### config.mk
export PLATFORM = sky130hd
export DESIGN_NAME = fp32_mul
export DESIGN_NICKNAME = d
export VERILOG_FILES = /design/src/rtl/fpm_pkg.sv /design/src/rtl/fpm_unpack.sv /design/src/rtl/fpm_lzc.sv /design/src/rtl/fpm_round.sv /design/src/rtl/fp32_mul.sv
export SDC_FILE = /design/constraint.sdc
export NUM_CORES = 2
export LEC_CHECK = 0
export BUFFER_PORTS_ARGS = -buffer_cell sky130_fd_sc_hd__buf_2
export CAP_MARGIN = 20
export CORE_ASPECT_RATIO = 1.2
export CORE_UTILIZATION = 35
export CTS_BUF_LIST = sky130_fd_sc_hd__clkbuf_16
export DETAILED_ROUTE_END_ITERATION = 8
export PLACE_DENSITY = 0.62
export SETUP_SLACK_MARGIN = 0.1
export SYNTH_ARGS = -nofsm -noshare
export SYNTH_HDL_FRONTEND = slang
export SYNTH_SLANG_ARGS = --single-unit
### constraint.sdc
create_clock -name clk -period 10.2 [get_ports clk]
set_input_delay 2.04 -clock clk [delete_from_list [all_inputs] [get_ports clk]]
set_output_delay 2.04 -clock clk [all_outputs]
set_load 0.01 [all_outputs]
### src/rtl/fpm_pkg.sv
package fpm_pkg;
  localparam int EXP_W   = 8;
  localparam int FRAC_W  = 23;
  localparam int SIG_W   = FRAC_W + 1;
  localparam int PROD_W  = 2 * SIG_W;
  localparam int WORD_W  = 1 + EXP_W + FRAC_W;
  localparam int BIAS    = (1 << (EXP_W - 1)) - 1;
  localparam int EXP_MAX = (1 << EXP_W) - 1;
  localparam int XE_W    = EXP_W + 2;
  localparam int LZ_W    = $clog2(PROD_W + 2);

  localparam logic [WORD_W-1:0] QNAN_WORD =
    {1'b0, {EXP_W{1'b1}}, 1'b1, {(FRAC_W-1){1'b0}}};

  typedef struct packed {
    logic              sign;
    logic              zero;
    logic              inf;
    logic              nan;
    logic [EXP_W-1:0]  exp;
    logic [SIG_W-1:0]  sig;
  } fpm_opnd_t;
endpackage

### src/rtl/fpm_unpack.sv
module fpm_unpack
  import fpm_pkg::*;
(
  input  logic [WORD_W-1:0] word,
  output fpm_opnd_t         opnd
);
  logic [EXP_W-1:0]  exp_f;
  logic [FRAC_W-1:0] frac_f;
  logic              exp_lo;
  logic              exp_hi;
  logic              frac_nz;

  always_comb begin
    exp_f   = word[WORD_W-2:FRAC_W];
    frac_f  = word[FRAC_W-1:0];
    exp_lo  = (exp_f == '0);
    exp_hi  = (exp_f == '1);
    frac_nz = |frac_f;
    opnd.sign = word[WORD_W-1];
    opnd.zero = exp_lo & ~frac_nz;
    opnd.inf  = exp_hi & ~frac_nz;
    opnd.nan  = exp_hi & frac_nz;
    opnd.exp  = exp_lo ? EXP_W'(1) : exp_f;
    opnd.sig  = {~exp_lo, frac_f};
  end
endmodule

### src/rtl/fpm_lzc.sv
module fpm_lzc #(
  parameter int W  = 48,
  parameter int CW = $clog2(W + 1)
) (
  input  logic [W-1:0]  vec,
  output logic [CW-1:0] count
);
  always_comb begin
    logic found;
    found = 1'b0;
    count = CW'(W);
    for (int i = W - 1; i >= 0; i--) begin
      if (!found && vec[i]) begin
        count = CW'(W - 1 - i);
        found = 1'b1;
      end
    end
  end
endmodule

### src/rtl/fpm_round.sv
module fpm_round
  import fpm_pkg::*;
(
  input  logic                    sign,
  input  logic signed [XE_W-1:0]  xexp,
  input  logic [PROD_W-1:0]       prod,
  output logic [WORD_W-1:0]       word,
  output logic                    ovf,
  output logic                    unf
);
  localparam int SHW = PROD_W + 1;
  localparam logic signed [XE_W-1:0] SH_CAP  = XE_W'(SHW);
  localparam logic signed [XE_W-1:0] EXP_TOP = XE_W'(EXP_MAX);
  localparam logic signed [XE_W-1:0] ONE_S   = XE_W'(1);

  logic [LZ_W-1:0]          lz;
  logic [PROD_W-1:0]        norm;
  logic signed [XE_W-1:0]   e_norm;
  logic signed [XE_W-1:0]   sh_raw;
  logic signed [XE_W-1:0]   e_base;
  logic signed [XE_W-1:0]   e_fin;
  logic [LZ_W-1:0]          sh;
  logic [PROD_W+SHW-1:0]    wide;
  logic [PROD_W-1:0]        kept;
  logic [SIG_W-1:0]         mant;
  logic [SIG_W:0]           sum;
  logic [SIG_W-1:0]         sig_out;
  logic                     tiny, g_bit, r_bit, s_bit, inexact, up;

  fpm_lzc #(.W(PROD_W), .CW(LZ_W)) u_lzc (
    .vec   (prod),
    .count (lz)
  );

  always_comb begin
    norm   = prod << lz;
    e_norm = xexp + ONE_S - $signed({{(XE_W-LZ_W){1'b0}}, lz});
    tiny   = (e_norm <= 0);
    sh_raw = ONE_S - e_norm;
    if (!tiny)               sh = '0;
    else if (sh_raw > SH_CAP) sh = SH_CAP[LZ_W-1:0];
    else                      sh = sh_raw[LZ_W-1:0];

    wide    = {norm, {SHW{1'b0}}} >> sh;
    kept    = wide[PROD_W+SHW-1:SHW];
    mant    = kept[PROD_W-1:PROD_W-SIG_W];
    g_bit   = kept[PROD_W-SIG_W-1];
    r_bit   = kept[PROD_W-SIG_W-2];
    s_bit   = (|kept[PROD_W-SIG_W-3:0]) | (|wide[SHW-1:0]);
    inexact = g_bit | r_bit | s_bit;
    up      = g_bit & (r_bit | s_bit | mant[0]);
    sum     = {1'b0, mant} + {{SIG_W{1'b0}}, up};

    e_base = tiny ? '0 : e_norm;
    if (sum[SIG_W]) begin
      sig_out = sum[SIG_W:1];
      e_fin   = e_base + ONE_S;
    end else if (tiny && sum[SIG_W-1]) begin
      sig_out = sum[SIG_W-1:0];
      e_fin   = ONE_S;
    end else begin
      sig_out = sum[SIG_W-1:0];
      e_fin   = e_base;
    end

    ovf = (e_fin >= EXP_TOP);
    unf = tiny & inexact;
    if (ovf) word = {sign, {EXP_W{1'b1}}, {FRAC_W{1'b0}}};
    else     word = {sign, e_fin[EXP_W-1:0], sig_out[FRAC_W-1:0]};
  end
endmodule

### src/rtl/fp32_mul.sv
module fp32_mul
  import fpm_pkg::*;
(
  input  logic        clk,
  input  logic        rst_n,
  input  logic        in_valid,
  input  logic [31:0] op_a,
  input  logic [31:0] op_b,
  output logic        out_valid,
  output logic [31:0] result,
  output logic        flag_ovf,
  output logic        flag_unf,
  output logic        flag_inv
);
  localparam int NOPS = 2;

  logic [WORD_W-1:0] words [NOPS];
  fpm_opnd_t         opd   [NOPS];

  assign words[0] = op_a;
  assign words[1] = op_b;

  for (genvar gi = 0; gi < NOPS; gi++) begin : g_unpack
    fpm_unpack u_unpack (
      .word (words[gi]),
      .opnd (opd[gi])
    );
  end

  // stage 1 next-state
  logic                   sgn_nx, nan_nx, inv_nx, inf_nx, zero_nx, sp_nx;
  logic [WORD_W-1:0]      sp_word_nx;
  logic signed [XE_W-1:0] xexp_nx;
  logic [PROD_W-1:0]      prod_nx;

  always_comb begin
    sgn_nx  = opd[0].sign ^ opd[1].sign;
    nan_nx  = opd[0].nan | opd[1].nan;
    inv_nx  = ~nan_nx & ((opd[0].inf & opd[1].zero) | (opd[0].zero & opd[1].inf));
    inf_nx  = opd[0].inf | opd[1].inf;
    zero_nx = opd[0].zero | opd[1].zero;
    sp_nx   = nan_nx | inf_nx | zero_nx;
    if (nan_nx || inv_nx) sp_word_nx = QNAN_WORD;
    else if (inf_nx)      sp_word_nx = {sgn_nx, {EXP_W{1'b1}}, {FRAC_W{1'b0}}};
    else                  sp_word_nx = {sgn_nx, {(WORD_W-1){1'b0}}};
    xexp_nx = $signed({{(XE_W-EXP_W){1'b0}}, opd[0].exp})
            + $signed({{(XE_W-EXP_W){1'b0}}, opd[1].exp})
            - $signed(XE_W'(BIAS));
    prod_nx = opd[0].sig * opd[1].sig;
  end

  // stage 1 registers
  logic                   s1_valid, s1_sp, s1_inv, s1_sign;
  logic [WORD_W-1:0]      s1_sp_word;
  logic signed [XE_W-1:0] s1_xexp;
  logic [PROD_W-1:0]      s1_prod;

  always_ff @(posedge clk or negedge rst_n) begin
    if (!rst_n) s1_valid <= 1'b0;
    else        s1_valid <= in_valid;
  end

  always_ff @(posedge clk) begin
    if (in_valid) begin
      s1_sp      <= sp_nx;
      s1_inv     <= inv_nx;
      s1_sign    <= sgn_nx;
      s1_sp_word <= sp_word_nx;
      s1_xexp    <= xexp_nx;
      s1_prod    <= prod_nx;
    end
  end

  // stage 2: normalise, round, pack
  logic [WORD_W-1:0] rnd_word;
  logic              rnd_ovf, rnd_unf;

  fpm_round u_round (
    .sign (s1_sign),
    .xexp (s1_xexp),
    .prod (s1_prod),
    .word (rnd_word),
    .ovf  (rnd_ovf),
    .unf  (rnd_unf)
  );

  logic [WORD_W-1:0] res_nx;
  logic              ovf_nx, unf_nx, invf_nx;

  always_comb begin
    res_nx  = s1_sp ? s1_sp_word : rnd_word;
    ovf_nx  = s1_valid & ~s1_sp & rnd_ovf;
    unf_nx  = s1_valid & ~s1_sp & rnd_unf;
    invf_nx = s1_valid & s1_sp & s1_inv;
  end

  always_ff @(posedge clk or negedge rst_n) begin
    if (!rst_n) begin
      out_valid <= 1'b0;
      flag_ovf  <= 1'b0;
      flag_unf  <= 1'b0;
      flag_inv  <= 1'b0;
    end else begin
      out_valid <= s1_valid;
      flag_ovf  <= ovf_nx;
      flag_unf  <= unf_nx;
      flag_inv  <= invf_nx;
    end
  end

  always_ff @(posedge clk) begin
    if (s1_valid) result <= res_nx;
  end
endmodule

==> metrics.csv <==
metric,value,unit
detail-routed via count per cell,5.72,
CP Capture Type,register,
clock-pin slew on the worst setup and hold paths,0.08,ns
DP Cell Count,4931,
die area,91200,sq um
router iterations before antenna repair,9,
average size of a mapped cell,8.41,sq um
Crit-path slowest cell,fa_1,
fraction of registers with async set/reset,4.95,%
Skew-Pair Late Insertion Delay,0.39,ns
Initial Util,35.3,%
CP Data Arrival Time,9.75,ns
PortBufs,102,
TNS Setup,0,ns
Detail Route Antenna Nets,0,
Hold Fails Final Rpt,0,
hold-fix buffers at CTS,0,
max-cap check violation count,0,
sequential area share after synthesis,9.55,%
mapped cell area,31500,sq um
Routed wire per std cell,21.6,microns
antenna violations before repair,1,
global-route wire length before repair,167,mm
library cells used by synthesis,114,
crit path kind,input port to register,
dominant synthesized flop cell,edfxtp_1,
Crit Path Max Fanout,17,
Die Span X,276,microns
"EDFF count, synth",96,
GR Overflow Total,0,
CTS sink count,101,
H-tree Lvls,3,
fmax,104,MHz
fin. max-slew vios,0,
maximum clock insertion buffer count,2,
Synth Instances,3745,
total track usage,23.7,%
Core Region,89200,sq um
Post-Syn Nets,4502,
TritonCTS clock tree,yes,
Fin Clk Skew,0.00857,ns
Yosys warning count,0,
DRT Wirelength,107,mm
vias in the first global route,28500,
Non-Filler Instances,4950,
unrepaired setup endpoints after global routing,no,
Tcrit/Tclk final,94.2,%
Detailed Route Iter0 Violations,2740,
Worst Tran Pin Value,1.16,ns
Period minus WS final,9.60,ns
post-route cell area,34000,sq um
"Req. time, crit path",10.35,ns
status,"complete, no violations",
startpoint type of the worst setup path,input port,
P&R area growth vs syn,7.93,%
DIE HEIGHT,331,microns
CP peak stage delay,0.55,ns
largest net degree at the start of global routing,66,
I/O Pins,103,
Post-layout nets,4542,
layout cells sized above 1,10.2,%
Inserted Clock Buffers,9,
HPWL after DPL,86.2,mm
routed via count,28300,
Hold WC Path Type,register to register,
# DRC,0,
Rows,120,
number of synthesized register bits,101,
slew margin rel.,21.8,%
Final GP Congestion,1.01,
final setup vio count,0,
clk root buf,clkbuf_16,
placed standard-cell area,33700,sq um
Crit path top cell by count,fa_1,
cell usage in the layout (no fill, tap or decap), drive strengths merged, types with 95 or more instances in the layout:
cell type    n
o21ai       95
fa         484
nand2      558
nor2       187
a21oi      104
buf        253
ha         206
inv        547
and2       217
edfxtp      96
timing repair:
action / CTS / global route
endpoints found under the setup margin: 0 / 14
resized for setup: 0 / 2
buffers inserted: 0 / 0
hold endpoints to repair: 0 / 0
per-stage QoR:
stage	worst slack, ns	utilization [%]	hold WS, ns
final	0.595	38.1	0.517
after global routing	0.100	38.1	0.534
after CTS	0.493	38.1	0.514
after detailed placement	0.104	37.7	0.505
after global placement	0.172	37.7	0.523
after floorplan	0.453	-	0.465
cells by family after synthesis:
| kind of cell | after synthesis | synth area share [%] |
|---|---|---|
| flops | 101 | 9.55 |
| mux | 108 | 3.71 |
| xor+xnor | 76 | 2.11 |
| buf+inv | 769 | 9.63 |
| compound gates | 636 | 14.7 |
| fa+ha+maj | 690 | 39.0 |
| simple gates | 1365 | 21.4 |
synth_stat cells, types with 13 or more instances:
cell        n  area, sq um
a211o_1    15          131
a211oi_1   27          203
a21boi_0   13         97.6
a21o_1     21          158
a21oi_1   102          510
a22oi_1    18          135
a31oi_1    25          156
and2_1    217         1360
and3_1     25          156
buf_1      15         56.3
buf_2      25          125
clkbuf_1  166          623
edfxtp_1   96         2880
fa_1      484         9690
ha_1      206         2580
inv_1     540         2030
mux2_2     35          394
mux2i_1    66          661
nand2_1   554         2080
nand2b_1   19          119
nand3_1    80          400
nand4_1    35          219
nor2_1    186          698
nor2b_1    16          100
nor3_1     83          415
nor4_1     44          275
o211ai_1   55          413
o21a_1     15          113
o21ai_0    84          420
o22ai_1    49          307
o31ai_1    19          143
or3_1      13         81.3
xnor2_1    49          429
xor2_1     27          236
metal layers:
metal  GRT usage [%]  vias to the layer above  share of wire [%]
li1                -                    12700                  -
met5               0                        -                  0
met1            29.6                    14000                 40
met3            2.93                      290                6.9
met2            40.5                     1312                 48
met4            10.8                        0                4.9
registers in the layout (all words and copies together), names as in the netlist:
name        cells
flag_unf        1
s1_xexp        10
s1_sp           1
s1_prod        48
s1_sp_word      3
s1_valid        1
s1_sign         1
s1_inv          1
result         32
flag_inv        1
out_valid       1
flag_ovf        1
area by class of cell:
cell class | instances | area [sq um]
timing repair buffer | 254 | 1690
tap | 1159 | 1450
multi-input combinational | 2875 | 25500
clock buffer | 9 | 225
sequential | 101 | 3010
clock inverter | 7 | 86.3
inverter | 544 | 2050
antenna | 1 | 2.50
fill | 9236 | 55200
critical path, delay by kind of cell:
kind	cells	cell delay, ns
AO/OA/AOI/OAI	11	2.56
XOR/XNOR	1	0.14
buffers and inverters	6	0.97
AND/OR/NAND/NOR	5	0.54
adder cells (fa/ha/maj)	8	3.48
path summary, 6_finish.rpt:
kind | from | end | slack [ns] | cells past startpoint
setup / recovery | op_b[3] | s1_prod[43] | 0.60 | 31
hold / removal | s1_inv | flag_inv | 0.52 | 1
setup reg to reg | s1_prod[44] | result[10] | 0.70 | 32
hold reg to reg | s1_inv | flag_inv | 0.52 | 1
max in group asynchronous | rst_n | flag_inv | 8.59 | 1
min in group asynchronous | rst_n | s1_valid | 1.46 | 1
Power is not shown: default switching activity piles up to over one toggle a cycle in this logic, so the estimate is an artifact.
